<file path="src/rtl/cpred_pkg.sv">
`timescale 1ns/1ps
package cpred_pkg;

    typedef enum logic [2:0] {
        AC_UNPEN_HIT        = 3'd0,
        AC_PEN_HIT          = 3'd1,
        AC_AVOIDED_MISS     = 3'd2,
        AC_AVOIDABLE_MISS   = 3'd3,
        AC_UNAVOIDABLE_MISS = 3'd4
    } acc_class_e;

    typedef enum logic [1:0] {
        STEP_HOLD = 2'd0,
        STEP_UP   = 2'd1,
        STEP_DOWN = 2'd2
    } step_e;

    typedef struct packed {
        logic tag_found;
        logic data_found;
        logic compressed;
    } probe_t;

    // Direction the predictor moves for a given access class
    function automatic step_e class_step(acc_class_e c);
        case (c)
            AC_AVOIDED_MISS,
            AC_AVOIDABLE_MISS: return STEP_UP;
            AC_PEN_HIT:        return STEP_DOWN;
            default:           return STEP_HOLD;
        endcase
    endfunction

endpackage

</file>
<file path="src/rtl/cpred_seg_prefix.sv">
`timescale 1ns/1ps
module cpred_seg_prefix #(
    parameter int NUM_TAGS = 8,
    parameter int SIZE_W   = 4,
    parameter int POS_W    = 3,
    parameter int SUM_W    = 7
) (
    input  logic [NUM_TAGS*SIZE_W-1:0] csize_vec,
    input  logic [POS_W-1:0]           pos,
    output logic [SUM_W-1:0]           sum_at_pos
);

    // running[g] = size[0] + ... + size[g]
    logic [SUM_W-1:0] running [NUM_TAGS];

    generate
        for (genvar g = 0; g < NUM_TAGS; g++) begin : g_run
            if (g == 0) begin : g_first
                assign running[g] = SUM_W'(csize_vec[SIZE_W-1:0]);
            end else begin : g_next
                assign running[g] = running[g-1] + SUM_W'(csize_vec[g*SIZE_W +: SIZE_W]);
            end
        end
    endgenerate

    assign sum_at_pos = running[pos];

endmodule

</file>
<file path="src/rtl/cpred_classifier.sv">
`timescale 1ns/1ps
module cpred_classifier
    import cpred_pkg::*;
#(
    parameter int UNC_WAYS   = 4,
    parameter int POS_W      = 3,
    parameter int SUM_W      = 7,
    parameter int SEG_BUDGET = 32
) (
    input  probe_t           probe,
    input  logic [POS_W-1:0] pos,
    input  logic [SUM_W-1:0] seg_sum,
    output acc_class_e       cls
);

    logic in_unc_region;
    logic fits_budget;

    assign in_unc_region = int'(pos) < UNC_WAYS;
    assign fits_budget   = int'(seg_sum) <= SEG_BUDGET;

    always_comb begin
        if (!probe.tag_found) begin
            cls = AC_UNAVOIDABLE_MISS;
        end else if (probe.data_found) begin
            if (!in_unc_region)
                cls = AC_AVOIDED_MISS;
            else if (probe.compressed)
                cls = AC_PEN_HIT;
            else
                cls = AC_UNPEN_HIT;
        end else begin
            cls = fits_budget ? AC_AVOIDABLE_MISS : AC_UNAVOIDABLE_MISS;
        end
    end

endmodule

</file>
<file path="src/rtl/cpred_sat_counter.sv">
`timescale 1ns/1ps
module cpred_sat_counter
    import cpred_pkg::*;
#(
    parameter int CNT_W   = 19,
    parameter int INC_AMT = 80,
    parameter int DEC_AMT = 1
) (
    input  logic                    clk,
    input  logic                    rst,
    input  logic                    en,
    input  step_e                   step,
    output logic signed [CNT_W-1:0] level
);

    localparam int EW = CNT_W + 1;
    localparam logic signed [EW-1:0] MAX_V = {2'b00, {(CNT_W-1){1'b1}}};
    localparam logic signed [EW-1:0] MIN_V = {2'b11, {(CNT_W-1){1'b0}}};
    localparam logic signed [EW-1:0] INC_V = EW'(INC_AMT);
    localparam logic signed [EW-1:0] DEC_V = EW'(DEC_AMT);

    logic signed [EW-1:0] wide_cur;
    logic signed [EW-1:0] wide_up;
    logic signed [EW-1:0] wide_dn;
    logic signed [CNT_W-1:0] level_nxt;

    assign wide_cur = {level[CNT_W-1], level};
    assign wide_up  = wide_cur + INC_V;
    assign wide_dn  = wide_cur - DEC_V;

    always_comb begin
        level_nxt = level;
        if (en) begin
            case (step)
                STEP_UP:   level_nxt = (wide_up > MAX_V) ? MAX_V[CNT_W-1:0] : wide_up[CNT_W-1:0];
                STEP_DOWN: level_nxt = (wide_dn < MIN_V) ? MIN_V[CNT_W-1:0] : wide_dn[CNT_W-1:0];
                default:   level_nxt = level;
            endcase
        end
    end

    always_ff @(posedge clk) begin
        if (rst) level <= '0;
        else     level <= level_nxt;
    end

endmodule

</file>
<file path="src/rtl/cmp_adapt_predictor.sv">
`timescale 1ns/1ps
module cmp_adapt_predictor
    import cpred_pkg::*;
#(
    parameter  int NUM_TAGS   = 8,
    parameter  int UNC_WAYS   = 4,
    parameter  int LINE_SEGS  = 8,
    parameter  int CNT_W      = 19,
    parameter  int INC_AMT    = 80,
    parameter  int DEC_AMT    = 1,
    localparam int POS_W      = (NUM_TAGS > 1) ? $clog2(NUM_TAGS) : 1,
    localparam int SIZE_W     = $clog2(LINE_SEGS + 1),
    localparam int SEG_BUDGET = UNC_WAYS * LINE_SEGS,
    localparam int SUM_W      = $clog2(NUM_TAGS * ((1 << SIZE_W) - 1) + 1)
) (
    input  logic                       clk,
    input  logic                       rst,
    input  logic                       acc_valid,
    input  logic                       tag_found,
    input  logic                       data_found,
    input  logic                       line_compressed,
    input  logic [POS_W-1:0]           stack_pos,
    input  logic [NUM_TAGS*SIZE_W-1:0] csize_vec,
    output logic                       cls_vld,
    output logic [2:0]                 acc_class,
    output logic                       alloc_compress,
    output logic signed [CNT_W-1:0]    pred_level
);

    probe_t          probe;
    logic [SUM_W-1:0] seg_sum;
    acc_class_e      cls_now;
    acc_class_e      cls_q;

    assign probe = '{tag_found: tag_found, data_found: data_found, compressed: line_compressed};

    cpred_seg_prefix #(
        .NUM_TAGS (NUM_TAGS),
        .SIZE_W   (SIZE_W),
        .POS_W    (POS_W),
        .SUM_W    (SUM_W)
    ) u_prefix (
        .csize_vec  (csize_vec),
        .pos        (stack_pos),
        .sum_at_pos (seg_sum)
    );

    cpred_classifier #(
        .UNC_WAYS   (UNC_WAYS),
        .POS_W      (POS_W),
        .SUM_W      (SUM_W),
        .SEG_BUDGET (SEG_BUDGET)
    ) u_class (
        .probe   (probe),
        .pos     (stack_pos),
        .seg_sum (seg_sum),
        .cls     (cls_now)
    );

    cpred_sat_counter #(
        .CNT_W   (CNT_W),
        .INC_AMT (INC_AMT),
        .DEC_AMT (DEC_AMT)
    ) u_cnt (
        .clk   (clk),
        .rst   (rst),
        .en    (acc_valid),
        .step  (class_step(cls_now)),
        .level (pred_level)
    );

    always_ff @(posedge clk) begin
        if (rst) begin
            cls_vld <= 1'b0;
            cls_q   <= AC_UNPEN_HIT;
        end else begin
            cls_vld <= acc_valid;
            if (acc_valid) cls_q <= cls_now;
        end
    end

    assign acc_class      = cls_q;
    assign alloc_compress = ~pred_level[CNT_W-1];

endmodule

</file>
<file path="config.mk">
export PLATFORM = sky130hd
export DESIGN_NAME = cmp_adapt_predictor
export DESIGN_NICKNAME = d
export VERILOG_FILES = /design/src/rtl/cpred_pkg.sv /design/src/rtl/cpred_seg_prefix.sv /design/src/rtl/cpred_classifier.sv /design/src/rtl/cpred_sat_counter.sv /design/src/rtl/cmp_adapt_predictor.sv
export SDC_FILE = /design/constraint.sdc
export NUM_CORES = 1
export LEC_CHECK = 0
export BUFFER_PORTS_ARGS = -buffer_cell sky130_fd_sc_hd__buf_4
export CORE_MARGIN = 2
export CORE_UTILIZATION = 57
export DETAILED_ROUTE_END_ITERATION = 16
export PLACE_DENSITY = 0.84
export SYNTH_ARGS = -nofsm -noshare
export SYNTH_HDL_FRONTEND = slang
export SYNTH_SLANG_ARGS = --single-unit
</file>
<file path="constraint.sdc">
create_clock -name clk -period 9.3 [get_ports clk]
set_clock_uncertainty 0.2 [all_clocks]
set_input_delay 0.465 -clock clk [delete_from_list [all_inputs] [get_ports clk]]
set_output_delay 0.465 -clock clk [all_outputs]
set_load 0.01 [all_outputs]
</file>
==> flow_summary_export.csv <==
group,metric,value,unit
synthesis,synth_enable_flop_cells,0,
floorplanning,die_x,80.7,µm
clock_network,post_cts_buffers,0,
grt,antenna_found_initial,0,
drt,via_per_inst,6.16,
floorplanning,coreArea,5610,µm²
synthesis,ys.flop_type,"dfxtp_1",
clock_network,path_clk_slew,0.09,ns
drt,drt_iter0_drc,266,
clock_network,numCtsBuffers,3,
floorplanning,die_h,80.7,µm
synthesis,yosysMostFrequentCell,"a21oi_1",
drt,num_vias,3550,
clock_network,clock_latency,0.27,ns
clock_network,cts.htree.levels,1,
synthesis,synth.area.top_cells,"dfxtp_1 (14%), ha_1 (13%), a21oi_1 (7.0%)",
synthesis,yosys-top-cells-count,"a21oi_1 (47), nor2_1 (43), nand2_1 (39)",
drt,wl_per_cell,15.0,µm
sta,period_needed,8.17,ns
setup_path,cp-end-kind,"flop",
drt,drc,0,
placement,place_ws,0.964,ns
clock_network,hold_buffers,0,
pwr,p_leak,0.00169,µW
cells_and_area,final_layout_size_suffix_gt1_frac,0.173,
pwr,clockPowerShare,0.051,
cells_and_area,finalCoreUtilization,0.696,
setup_path,cp-start-kind,"input pin",
grt,grt_max_degree,26,
floorplanning,ios,65,
setup_path,cp_common_cell,"ha_1",
synthesis,syn-num-nets,538,
cells_and_area,final_nets,589,
drt,routed_wl,8630,µm
floorplanning,start_util,0.599,
setup_path,path_class,"input pin to flop",
sta,grt_setup_unrepaired,"false",
placement,port_buffers,64,
sta,slew_violations,0,
synthesis,netlist.area_leader.share,0.137,
synthesis,mappedNetlistArea,3360,µm²
drt,antenna_left,0,
sta,finalCritPeriodShare,0.878,
sta,hold_viol,0,
sta,slew-limit-headroom,0.315,
synthesis,postSynthCellCount,454,
pwr,power.switching,651,µW
clock_network,cts.path.max_buffers,2,
grt,grt.overflow.total,0,
synthesis,ys.warnings.count,0,
run_status,outcome,"finished, final reports clean",
placement,routabilityCongestion,0.869,
synthesis,syn_avg_cell_area,7.39,µm²
sta,max_freq,0.122,GHz
clock_network,cts_resized,0,
setup_path,critPathSlowestCell,"fa_1",
synthesis,synth_cell_type_count,66,
synthesis,synth_area_leader_cell,"dfxtp_1",
placement,hpwlAfterDp,6580,µm
cells_and_area,antenna-diode-count,0,
synthesis,async_flop_share,0,
setup_path,crit_fanout,21,
pwr,p_per_area,329,nW/µm²
floorplanning,dieArea,6520,µm²
synthesis,ys_seq_elements,23,
sta,finalSetupViolCount,0,
pwr,total_power,1280,µW
placement,placed_cells,572,
grt,grt_pass1_vias,3311,
cells_and_area,area_growth,16.3,%
clock_network,clockRootBuffer,"clkbuf_8",
clock_network,tritoncts,"yes",
cells_and_area,finalNonFillerCells,576,
grt,grt_pass1_wl,14400,µm
cells_and_area,fillers,503,
grt,track_usage,0.270,
sta,worst_slack,1.13,ns
sta,tns,0,ns
pwr,ir_worst_vdd,235,µV
drt,drtPass1Iterations,5,
pwr,seqPwrFrac,0.089,
worst_hold_path,hp-class,"input pin to flop",
setup_path,arrival,8.12,ns
clock_network,cts.sink_count,23,
synthesis,ys_seq_area_frac,0.137,
setup_path,required,9.25,ns
sta,tightest_slew,1.02,ns
pwr,switching_share,0.506,
pwr,pwr-share-comb,0.860,
floorplanning,fp-row-count,27,
job,maxCapViolCount,0,
setup_path,max_stage_delay,0.53,ns
pwr,p_int,634,µW
-- worst max-delay path, delay by kind of cell --
family	cells	cell delay (ns)
buf+inv	3	0.46
mux	1	0.19
compound gates	9	1.41
simple gates	10	1.29
fa+ha+maj	9	3.05
xor+xnor	5	1.26
-- cell families (layout without fill, tap and decap cells) --
family	after synthesis	in the layout	share of synthesized area
mux	5	5	0.0153
xor+xnor	36	36	0.115
fa+ha+maj	43	43	0.176
compound gates	127	127	0.239
buf+inv	45	95	0.0533
simple gates	175	175	0.265
flops	23	23	0.137
-- path summary, 6_finish.rpt --
check | slack [ns] | end | depth (start not counted) | start
hold reg to reg | 0.28 | acc_class[0] | 2 | acc_class[0]
setup reg to reg | 5.19 | u_cnt.level[6] | 12 | u_cnt.level[0]
setup / recovery | 1.13 | u_cnt.level[15] | 37 | csize_vec[0]
hold / removal | 0.24 | acc_class[0] | 2 | acc_valid
-- placed cells by master, fill, tap and decap left out, types with 5 or more instances in the layout --
cell,count
a21o_1,8
o22ai_1,6
a21oi_1,47
inv_1,25
xnor2_1,19
buf_4,66
o211ai_1,5
nand2b_1,12
o21ai_1,6
nor2b_1,11
nand3_1,10
xor2_1,11
nor2_1,43
nor3_1,24
fa_1,7
a211oi_1,5
or4_1,6
o21ai_0,23
ha_1,36
nand2_1,39
dfxtp_1,23
-- cell type report --
class | count | area (µm²) | share of cell area
multi-input combinational | 386 | 2720 | 0.696
timing repair buffer | 66 | 495 | 0.127
sequential | 23 | 460 | 0.118
inverter | 25 | 93.8 | 0.0240
tap | 72 | 90.1 | 0.0231
clock buffer | 3 | 41.3 | 0.0106
clock inverter | 1 | 5.00 | 0.00128
-- metrics by stage --
| stage | area [µm²] | hold WS, ns |
|---|---|---|
| 2_1_floorplan | 3360 | 0.296 |
| 3_3_place_gp | 3860 | 0.262 |
| 3_5_place_dp | 3860 | 0.271 |
| 4_1_cts | 3900 | 0.245 |
| 5_1_grt | 3900 | 0.262 |
| 6_report | 3900 | 0.244 |
-- power groups by stage --
stage	sequential, µW	combinational, µW	clock, µW
floorplan	115	885	0
global placement	116	1030	0
detailed placement	116	1080	0
CTS	114	1090	66.1
global route	115	1220	68.6
finish	114	1110	65.5
-- registers in the layout, indices dropped and copies added, names as in the netlist --
name         flops
u_cnt.level     19
cls_vld          1
acc_class        3
-- metal layers --
| metal | GRT usage | up-vias | wire, µm |
|---|---|---|---|
| met2 | 0.453 | 147 | 3940 |
| met3 | 0.0322 | 21 | 537 |
| li1 | - | 1720 | - |
| met4 | 0.0492 | 0 | 126 |
| met1 | 0.377 | 1662 | 4030 |
| met5 | 0 | - | 0 |
(Power assumes the default switching activity.)
